===== src/rtl/scdds_pkg.sv =====
package scdds_pkg;
  localparam int AccW     = 24;
  localparam int ByteW    = 8;
  localparam int ByteCnt  = AccW / ByteW;
  localparam int SelW     = 2;

  typedef logic [AccW-1:0] phase_t;

  typedef enum logic [1:0] {
    STD_NTSC = 2'd0,
    STD_PAL  = 2'd1,
    STD_BLUE = 2'd2,
    STD_KEEP = 2'd3
  } std_e;

  typedef enum logic [1:0] {
    CAD_LINE   = 2'd0,
    CAD_FIELD2 = 2'd1,
    CAD_FIELD4 = 2'd2,
    CAD_FIELD8 = 2'd3
  } cadence_e;

  typedef struct packed {
    logic               phaseRst;
    logic               presetLoad;
    std_e               presetStd;
    logic [ByteCnt-1:0] incByteWe;
    logic [ByteCnt-1:0] offByteWe;
  } ddsCtl_t;

  localparam phase_t NtscInc = 24'h21F07C;
  localparam phase_t NtscOff = 24'h1FC000;
  localparam phase_t PalInc  = 24'h2A098B;
  localparam phase_t PalOff  = 24'hD9C000;
  localparam phase_t BlueOff = 24'h000000;

  function automatic phase_t presetInc(std_e s, phase_t cur);
    case (s)
      STD_NTSC, STD_BLUE: presetInc = NtscInc;
      STD_PAL:            presetInc = PalInc;
      default:            presetInc = cur;
    endcase
  endfunction

  function automatic phase_t presetOff(std_e s, phase_t cur);
    case (s)
      STD_NTSC: presetOff = NtscOff;
      STD_PAL:  presetOff = PalOff;
      STD_BLUE: presetOff = BlueOff;
      default:  presetOff = cur;
    endcase
  endfunction
endpackage


===== src/rtl/scdds_ctrl.sv =====
module scdds_ctrl
  import scdds_pkg::*;
#(
  parameter int FieldCntW = 3
) (
  input  logic            clk,
  input  logic            rstN,
  input  logic [SelW-1:0] byteSel,
  input  logic            incWrEn,
  input  logic            offWrEn,
  input  logic            stdLoad,
  input  logic [1:0]      stdSel,
  input  logic            autoRstEn,
  input  logic [1:0]      cadenceSel,
  input  logic            lineStart,
  input  logic            fieldStart,
  input  logic            cfcRstEn,
  input  logic            cfcWordLoad,
  input  logic            cfcRstBit,
  output ddsCtl_t         ctl
);
  logic [FieldCntW-1:0] fieldCnt;
  logic [FieldCntW-1:0] fieldMask;
  logic                 lineHit, fieldHit, cfcHit, rstPend;
  logic [ByteCnt-1:0]   incWe, offWe;
  cadence_e             cad;

  assign cad = cadence_e'(cadenceSel);

  always_comb begin
    fieldMask = '0;
    case (cad)
      CAD_FIELD2: fieldMask = FieldCntW'(1);
      CAD_FIELD4: fieldMask = FieldCntW'(3);
      CAD_FIELD8: fieldMask = FieldCntW'(7);
      default:    fieldMask = '0;
    endcase
  end

  assign lineHit  = autoRstEn && (cad == CAD_LINE) && lineStart;
  assign fieldHit = autoRstEn && (cad != CAD_LINE) && fieldStart &&
                    ((fieldCnt & fieldMask) == fieldMask);
  assign cfcHit   = cfcRstEn && cfcWordLoad && cfcRstBit;

  always_ff @(posedge clk or negedge rstN) begin
    if (!rstN) begin
      fieldCnt <= '0;
      rstPend  <= 1'b0;
    end else begin
      if (fieldStart) fieldCnt <= fieldCnt + 1'b1;
      rstPend <= lineHit || fieldHit || cfcHit;
    end
  end

  for (genvar b = 0; b < ByteCnt; b++) begin : g_lane
    assign incWe[b] = incWrEn && (byteSel == SelW'(b));
    assign offWe[b] = offWrEn && (byteSel == SelW'(b));
  end

  always_comb begin
    ctl            = '0;
    ctl.phaseRst   = rstPend;
    ctl.presetLoad = stdLoad;
    ctl.presetStd  = std_e'(stdSel);
    ctl.incByteWe  = incWe;
    ctl.offByteWe  = offWe;
  end

  // line cadence re-synchronises one cycle after the pulse
  assert_line_latency_R5: assert property (@(posedge clk) disable iff (!rstN)
    (autoRstEn && cadenceSel == 2'd0 && lineStart) |=> ctl.phaseRst);

  // control-word reset flag acts one cycle later
  assert_cfc_latency_R7: assert property (@(posedge clk) disable iff (!rstN)
    (cfcRstEn && cfcWordLoad && cfcRstBit) |=> ctl.phaseRst);

  // no re-synchronisation without a pulse on some source
  assert_has_cause_R9: assert property (@(posedge clk) disable iff (!rstN)
    ctl.phaseRst |-> $past(lineStart || fieldStart || cfcWordLoad));

  // with every source disabled nothing fires
  assert_disabled_quiet_R9: assert property (@(posedge clk) disable iff (!rstN)
    (!autoRstEn && !cfcRstEn) |=> !ctl.phaseRst);
endmodule


===== src/rtl/scdds_datapath.sv =====
module scdds_datapath
  import scdds_pkg::*;
#(
  parameter int HueW        = 8,
  parameter int HueStepBits = 11
) (
  input  logic             clk,
  input  logic             rstN,
  input  ddsCtl_t          ctl,
  input  logic [ByteW-1:0] wrData,
  input  logic [HueW-1:0]  hue,
  output phase_t           phaseOut
);
  localparam int HueShift = AccW - HueStepBits;
  localparam int MagW     = HueW - 1;

  phase_t stagedInc, stagedOff, activeInc, activeOff, acc, phaseQ;
  phase_t nextInc, nextOff, presetIncVal, presetOffVal;
  phase_t hueMag, hueTerm;

  assign presetIncVal = presetInc(ctl.presetStd, stagedInc);
  assign presetOffVal = presetOff(ctl.presetStd, stagedOff);

  for (genvar b = 0; b < ByteCnt; b++) begin : g_stage
    assign nextInc[b*ByteW +: ByteW] =
      ctl.presetLoad   ? presetIncVal[b*ByteW +: ByteW] :
      ctl.incByteWe[b] ? wrData : stagedInc[b*ByteW +: ByteW];
    assign nextOff[b*ByteW +: ByteW] =
      ctl.presetLoad   ? presetOffVal[b*ByteW +: ByteW] :
      ctl.offByteWe[b] ? wrData : stagedOff[b*ByteW +: ByteW];
  end

  assign hueMag  = phase_t'(hue[MagW-1:0]) << HueShift;
  assign hueTerm = hue[HueW-1] ? hueMag : (phase_t'(0) - hueMag);

  always_ff @(posedge clk or negedge rstN) begin
    if (!rstN) begin
      stagedInc <= NtscInc;
      stagedOff <= NtscOff;
      activeInc <= NtscInc;
      activeOff <= NtscOff;
      acc       <= '0;
      phaseQ    <= '0;
    end else begin
      stagedInc <= nextInc;
      stagedOff <= nextOff;
      phaseQ    <= acc + activeOff + hueTerm;
      if (ctl.phaseRst) begin
        acc       <= '0;
        activeInc <= stagedInc;
        activeOff <= stagedOff;
      end else begin
        acc <= acc + activeInc;
      end
    end
  end

  assign phaseOut = phaseQ;

  // running values only move on a re-synchronisation
  assert_hold_active_R3: assert property (@(posedge clk) disable iff (!rstN)
    !ctl.phaseRst |=> ($stable(activeInc) && $stable(activeOff)));

  // accumulator restarts from zero after a re-synchronisation
  assert_acc_cleared_R5: assert property (@(posedge clk) disable iff (!rstN)
    ctl.phaseRst |=> (acc == '0));

  // output follows accumulator, offset and hue of the previous cycle
  assert_output_sum_R2: assert property (@(posedge clk) disable iff (!rstN)
    $past(rstN) |-> (phaseOut == $past(acc + activeOff + hueTerm)));
endmodule


===== src/rtl/subcarrier_dds.sv =====
module subcarrier_dds
  import scdds_pkg::*;
#(
  parameter int HueW        = 8,
  parameter int HueStepBits = 11,
  parameter int FieldCntW   = 3
) (
  input  logic              clk,
  input  logic              rstN,
  input  logic [7:0]        wrData,
  input  logic [1:0]        byteSel,
  input  logic              incWrEn,
  input  logic              offWrEn,
  input  logic              stdLoad,
  input  logic [1:0]        stdSel,
  input  logic              autoRstEn,
  input  logic [1:0]        cadenceSel,
  input  logic              lineStart,
  input  logic              fieldStart,
  input  logic              cfcRstEn,
  input  logic              cfcWordLoad,
  input  logic              cfcRstBit,
  input  logic [HueW-1:0]   hue,
  output logic [23:0]       phaseOut
);
  ddsCtl_t ctl;
  phase_t  phaseW;

  scdds_ctrl #(.FieldCntW(FieldCntW)) ctrl_i (
    .clk(clk), .rstN(rstN), .byteSel(byteSel), .incWrEn(incWrEn),
    .offWrEn(offWrEn), .stdLoad(stdLoad), .stdSel(stdSel),
    .autoRstEn(autoRstEn), .cadenceSel(cadenceSel), .lineStart(lineStart),
    .fieldStart(fieldStart), .cfcRstEn(cfcRstEn), .cfcWordLoad(cfcWordLoad),
    .cfcRstBit(cfcRstBit), .ctl(ctl)
  );

  scdds_datapath #(.HueW(HueW), .HueStepBits(HueStepBits)) dp_i (
    .clk(clk), .rstN(rstN), .ctl(ctl), .wrData(wrData), .hue(hue),
    .phaseOut(phaseW)
  );

  assign phaseOut = phaseW;
endmodule


===== config.mk =====
export PLATFORM = sky130hd
export DESIGN_NAME = subcarrier_dds
export DESIGN_NICKNAME = d
export VERILOG_FILES = /design/src/rtl/scdds_pkg.sv /design/src/rtl/scdds_ctrl.sv /design/src/rtl/scdds_datapath.sv /design/src/rtl/subcarrier_dds.sv
export SDC_FILE = /design/constraint.sdc
export NUM_CORES = 1
export LEC_CHECK = 0
export BUFFER_PORTS_ARGS = -buffer_cell sky130_fd_sc_hd__buf_2
export CAP_MARGIN = 10
export CORE_UTILIZATION = 50
export DETAILED_ROUTE_END_ITERATION = 6
export GPL_TIMING_DRIVEN = 0
export PLACE_DENSITY_LB_ADDON = 0.3
export SETUP_SLACK_MARGIN = 0.05
export SKIP_LAST_GASP = 1
export SLEW_MARGIN = 5
export SYNTH_ARGS = -nofsm -noshare
export SYNTH_HDL_FRONTEND = slang
export SYNTH_SLANG_ARGS = --single-unit
export TNS_END_PERCENT = 100

===== constraint.sdc =====
create_clock -name clk -period 3.7 [get_ports clk]
set_input_delay 0.555 -clock clk [delete_from_list [all_inputs] [get_ports clk]]
set_output_delay 0.555 -clock clk [all_outputs]
set_load 0.005 [all_outputs]

==> results of run 1 <==
## synth_stat cells (all sizes together), types with 16 or more instances
cell type / number / share of area, %
mux2: 46 / 6.3
nand2: 83 / 3.8
nor2: 60 / 2.8
dfrtp: 112 / 34
clkbuf: 16 / 0.73
nor2b: 16 / 1.2
xnor2: 28 / 3.0
ha: 64 / 9.7
dfstp: 36 / 12
a21oi: 39 / 2.5
o21ai: 85 / 5.2
inv: 48 / 2.2
## layer usage
layer / up-vias / routed length, µm / track usage [%]
met5: - / 0 / 0
met2: 114 / 7835 / 35.89
met3: 20 / 631 / 3.608
li1: 2949 / - / -
met1: 2797 / 8494 / 31.59
met4: 0 / 278 / 7.934
## power by group through the flow
stage / Sequential (mW) / Clock, mW / Combinational (mW)
after floorplan: 2.50 / 0 / 3.10
after global routing: 2.66 / 1.90 / 4.49
after global placement: 2.61 / 0 / 3.82
after detailed placement: 2.62 / 0 / 3.90
final: 2.60 / 1.79 / 3.92
after CTS: 2.60 / 1.82 / 3.93
## through the flow
step / TNS [ns] / std cells / setup slack [ns] / instance area (µm²) / hold WS, ns
after global placement: -0.5707 / 1064 / -0.01160 / 8762 / 0.4548
after detailed placement: 0 / 1065 / 0.08589 / 8796 / 0.4641
final: 0 / 1097 / 0.5002 / 9409 / 0.09174
after global routing: 0 / 1097 / 0.2775 / 9409 / 0.1260
after CTS: 0 / 1097 / 0.5329 / 9409 / 0.1099
after floorplan: 0 / 793 / 0.6134 / 8217 / 0.2594
## cells by family (layout without fill, tap and decap cells)
group           count (synthesis)  after routing
xor+xnor                       41             41
compound gates                192            192
simple gates                  218            218
mux                            49             49
fa+ha+maj                      76             76
flops                         148            148
buf+inv                        69            157
## layout make-up
type	instances	area, µm²	share of cell area [%]
Buffer	21	95.09	1.011
Sequential cell	148	3749	39.84
Tap cell	216	270.3	2.872
Clock inverter	13	170.2	1.809
Inverter	48	180.2	1.915
Multi-Input combinational cell	576	4193	44.56
Timing Repair Buffer	56	309.0	3.285
Clock buffer	19	442.9	4.707
## final timing paths
| check | endpoint | slack [ns] | startpoint | cells past startpoint |
|---|---|---|---|---|
| worst max-delay path | dp_i.phaseOut[21] | 0.50 | hue[0] | 13 |
| worst min register to register | dp_i.stagedInc[2] | 0.47 | dp_i.stagedInc[2] | 2 |
| worst min-delay path | dp_i.activeOff[0] | 0.09 | rstN | 1 |
| max in group asynchronous | dp_i.stagedOff[17] | 2.77 | rstN | 2 |
| min in group clk | ctrl_i.rstPend | 0.35 | autoRstEn | 2 |
| worst max register to register | dp_i.phaseOut[21] | 0.64 | dp_i.acc[1] | 10 |
## critical path, stage by stage
cell	delay (ns)
buf_2	0.13
inv_1	0.05
ha_1	0.28
mux2i_1	0.21
fa_1	0.45
inv_1	0.07
ha_1	0.23
and3_1	0.24
o2bb2ai_1	0.18
o41ai_1	0.41
a32o_1	0.36
mux2i_1	0.21
o311ai_1	0.11
## flip-flops by register name, indices dropped and copies added, names as in the netlist
signal / flops
dp_i.acc: 24
dp_i.stagedInc: 24
ctrl_i.fieldCnt: 3
ctrl_i.rstPend: 1
dp_i.phaseOut: 24
dp_i.activeOff: 24
dp_i.stagedOff: 24
dp_i.activeInc: 24
==> flow_metrics.tcl, run 1 <==
set metrics [dict create \
    finalClockSkew_ns 0.008149 \
    first_pass_iters 4 \
    grt_use_total_pct 22.65 \
    powerDensity_mw_per_mm2 883.1 \
    seq_power_share_pct 31.3 \
    synth_fa_ha_area_share_pct 12.67 \
    ios 57 \
    postSynth.asyncResetShare_pct 100.0 \
    grt_antenna_before_repair 0 \
    syn_to_final_growth_pct 14.51 \
    diodes 0 \
    gp_congestion 0.9029 \
    core_area_mm2 0.01594 \
    yosysSeqAreaShare_pct 45.62 \
    cts_buffer_depth 2 \
    synth_nets 902 \
    grt_pass1_wl_um 28680 \
    cts-buffers-inserted 17 \
    clk_latency_ns 0.42 \
    start_util_pct 51.54 \
    synth_compound_area_share_pct 15.06 \
    grt_overflow_total 0 \
    drive_gt1_share_pct 20.77 \
    mostFrequentLayoutCells "dfrtp_1, nand2_1, ha_1" \
    intPower_mw 5.115 \
    ys.flop_type "dfrtp_1" \
    grt_max_degree 91 \
    cts_num_sinks 148 \
    synth-seq-cells 148 \
    peakVddDrop_mv 0.4448 \
    tightest_slew_ns 0.6710 \
    cts_tree "yes" \
    yosysWarnings 0 \
    p_comb_share_pct 47.2 \
    max_clock_freq_mhz 312.5 \
    cap_violations 0 \
    portBuffers 55 \
    slew_viol_final 0 \
    clockPowerShare_pct 21.6 \
    netlist_area_mm2 0.008217 \
    muxShareOfSynthArea_pct 6.715 \
    final_nets 977 \
    min_path_type "in -> async" \
    fin_crit_ns 3.200 \
    min_period_over_period_pct 86.48 \
    synth_xor_area_share_pct 4.370 \
    final_common_cell "dfrtp_1" \
    cts_setup_buffers 0 \
    total_leakage_power_nw 4.459 \
    slew_headroom_pct 55.27 \
    p_switching_mw 3.193 \
    num_rows 46 \
    ant_nets 0 \
    worstPathArrival_ns 3.50 \
    syn_area_per_cell_um2 10.36 \
    critical_path_peak_fanout 5 \
    drtIter0Drc 318 \
    die_x_um 130.2 \
    via_per_inst 5.360 \
    cts_max_level 4 \
    drcViolationCount 0 \
    yosys.area_share.simple_pct 12.21 \
    hold_violations 0 \
    synth_edf_count 0 \
    post-dp-hpwl_um 13450 \
    wl_per_cell_um 15.72 \
    num_vias 5880 \
    clockRootBuffer "clkbuf_16" \
    synth_top_family_by_area "compound AO/OA/AOI/OAI gates" \
    setup_viol 0 \
    power_mw 8.309 \
    worstPathRequired_ns 4.00 \
    cts_resized 0 \
    syn_inst 793 \
    crit_type "in -> reg" \
    cts_hold_buf 0 \
    switching_share_pct 38.43 \
    cts.reportedPaths.clkPinSlew_ns 0.06 \
    endpoint_kind "flop" \
    drt-total-wl_um 17240 \
    utilization_pct 59.02 \
    dieArea_mm2 0.01695 \
    outcome "finished clean" \
    fp.dieH_um 130.2 \
    fillCellCount 1389 \
    worstSetupStartpointType "primary input" \
    grt_pass1_vias 5680 \
    rsz0062_at_grt "false" \
    synth_cell_types 67 \
]
(Power assumes the default switching activity.)
==> run 2, diff against run 1 <==
- CORE_UTILIZATION: 50 -> 61
==> run 2 against run 1 <==
Compared with the run above:
- register-to-register slack worse by 0.08 ns
- first-iteration DRC count down 13%
- hold slack worse by 0.047 ns
- critical path depth unchanged
- sequential power about the same
- design area down 0.43%
- combinational power up 3%
- core utilization up 12 points
- non-clock buffer count unchanged
- sequential share of layout area up 0.17 points
==> flow_metrics.tcl, run 2 (synthesized netlist as in run 1, its figures left out) <==
set metrics [dict create \
    final_common_cell "dfrtp_1" \
    rsz0062_at_grt "false" \
    ant_nets 0 \
    cts.reportedPaths.clkPinSlew_ns 0.06 \
    min_period_over_period_pct 88.94 \
    fillCellCount 964 \
    finalClockSkew_ns 0.009402 \
    crit_type "in -> reg" \
    post_dp_cell_area_mm2 0.008746 \
    place_inst 1025 \
    grt_pass1_wl_um 30500 \
    wl_per_cell_um 17.19 \
    seq_power_share_pct 30.8 \
    hold_slack_ns 0.04515 \
    stdcell_area_mm2 0.009369 \
    min_path_type "in -> async" \
    switching_share_pct 39.02 \
    mostFrequentLayoutCells "dfrtp_1, nand2_1, ha_1" \
    clockRootBuffer "clkbuf_16" \
    grt_use_total_pct 28.30 \
    final_nets 977 \
    slowest_stage "o41ai_1" \
    cap_violations 0 \
    die_x_um 118.1 \
    intPower_mw 5.147 \
    ff2ff_path_depth 10 \
    drtIter0Drc 276 \
    cts_tree "yes" \
    hold_violations 0 \
    p_switching_mw 3.293 \
    worstPathRequired_ns 3.99 \
    core_area_mm2 0.01319 \
    cts-buffers-inserted 17 \
    worstSetupStartpointType "primary input" \
    outcome "finished clean" \
    setup_viol 0 \
    grt_pass1_vias 6158 \
    cts_resized 0 \
    ios 57 \
    cp_num_buf_inv 3 \
    syn_to_final_growth_pct 14.02 \
    num_vias 6198 \
    dieArea_mm2 0.01394 \
    powerDensity_mw_per_mm2 900.9 \
    total_leakage_power_nw 4.472 \
    reg2reg_to "dp_i.phaseOut[21]" \
    critical_path.max_stage_delay_ns 0.46 \
    clk_latency_ns 0.43 \
    drt-total-wl_um 18170 \
    start_util_pct 62.29 \
    drcViolationCount 0 \
    via_per_inst 5.864 \
    gp_congestion 0.9452 \
    first_pass_iters 5 \
    slew_viol_final 0 \
    num_rows 42 \
    max_clock_freq_mhz 303.9 \
    cts_hold_buf 0 \
    slew_headroom_pct 51.39 \
    fp.dieH_um 118.1 \
    final_cells 1057 \
    path_cells "buf_2 -> inv_1 -> ha_1 -> mux2i_1 -> fa_1 -> inv_1 -> ha_1 -> and3_1 -> o2bb2ai_1 -> o41ai_1 -> a32o_1 -> mux2i_1 -> o311ai_1" \
    cts_max_level 4 \
    grt_overflow_total 0 \
    diodes 0 \
    tightest_slew_ns 0.7292 \
    critical_path_peak_fanout 5 \
    utilization_pct 71.03 \
    portBuffers 55 \
    peakVddDrop_mv 0.4634 \
    grt_max_degree 103 \
    worstPathArrival_ns 3.58 \
    critical-path-top-delay-family "compound AO/OA/AOI/OAI gates" \
    grt_antenna_before_repair 0 \
    r2r_start "dp_i.activeOff[14]" \
    cts_buffer_depth 2 \
    endpoint_kind "flop" \
    cts_num_sinks 148 \
    clockPowerShare_pct 21.6 \
    fin_crit_ns 3.291 \
    post-dp-hpwl_um 14020 \
    rrSetupSlack_ns 0.56 \
    cts_setup_buffers 0 \
    drive_gt1_share_pct 20.77 \
    power_mw 8.441 \
    p_comb_share_pct 47.6 \
]
## run 2: changes by cell type in the layout (fill, tap and decap cells not counted)
| cell | delta |
|---|---|
| clkbuf_8 | +1 |
| clkinvlp_4 | -2 |
| inv_6 | -1 |
| clkinv_4 | +1 |
| inv_8 | +1 |
## run 2: area by class of cell
class	count	area [µm²]	share of cell area, %
Multi-Input combinational cell	576	4193	44.75
Sequential cell	148	3749	40.01
Clock buffer	20	456.7	4.874
Timing Repair Buffer	56	309.0	3.299
Tap cell	176	220.2	2.350
Inverter	48	180.2	1.923
Clock inverter	12	166.4	1.776
Buffer	21	95.09	1.015
## run 2: metrics by stage
stage	TNS (ns)	worst slack, ns
floorplan	0	0.6134
global placement	0	0.1128
detailed placement	-0.01989	-0.01989
CTS	0	0.4342
global route	0	0.1494
finish	0	0.4092
## run 2: worst max path at each step
| stage | slack (ns) | depth (start not counted) | from | endpoint |
|---|---|---|---|---|
| after global placement | 0.11 | 1 | rstN | ctrl_i.fieldCnt[1] |
| after global routing | 0.15 | 13 | hue[0] | dp_i.phaseOut[21] |
| after CTS | 0.43 | 13 | hue[0] | dp_i.phaseOut[21] |
| after detailed placement | -0.02 | 13 | hue[0] | dp_i.phaseOut[21] |
| final | 0.41 | 13 | hue[0] | dp_i.phaseOut[21] |
| after floorplan | 0.61 | 11 | hue[7] | dp_i.phaseOut[21] |
## run 2: power by group through the flow
stage	sequential (mW)	clock (mW)	combinational, mW
finish	2.60	1.82	4.02
CTS	2.60	1.83	4.02
detailed placement	2.63	0	3.96
global placement	2.61	0	3.79
floorplan	2.50	0	3.10
global route	2.66	1.91	4.54
## run 2: layer usage
layer	share of wire (%)	global-route usage, %	wire length, µm
met1	46	38.45	8274
met2	47	45.26	8560
met3	4.8	4.893	864
met4	2.6	11.14	467
met5	0	0	0
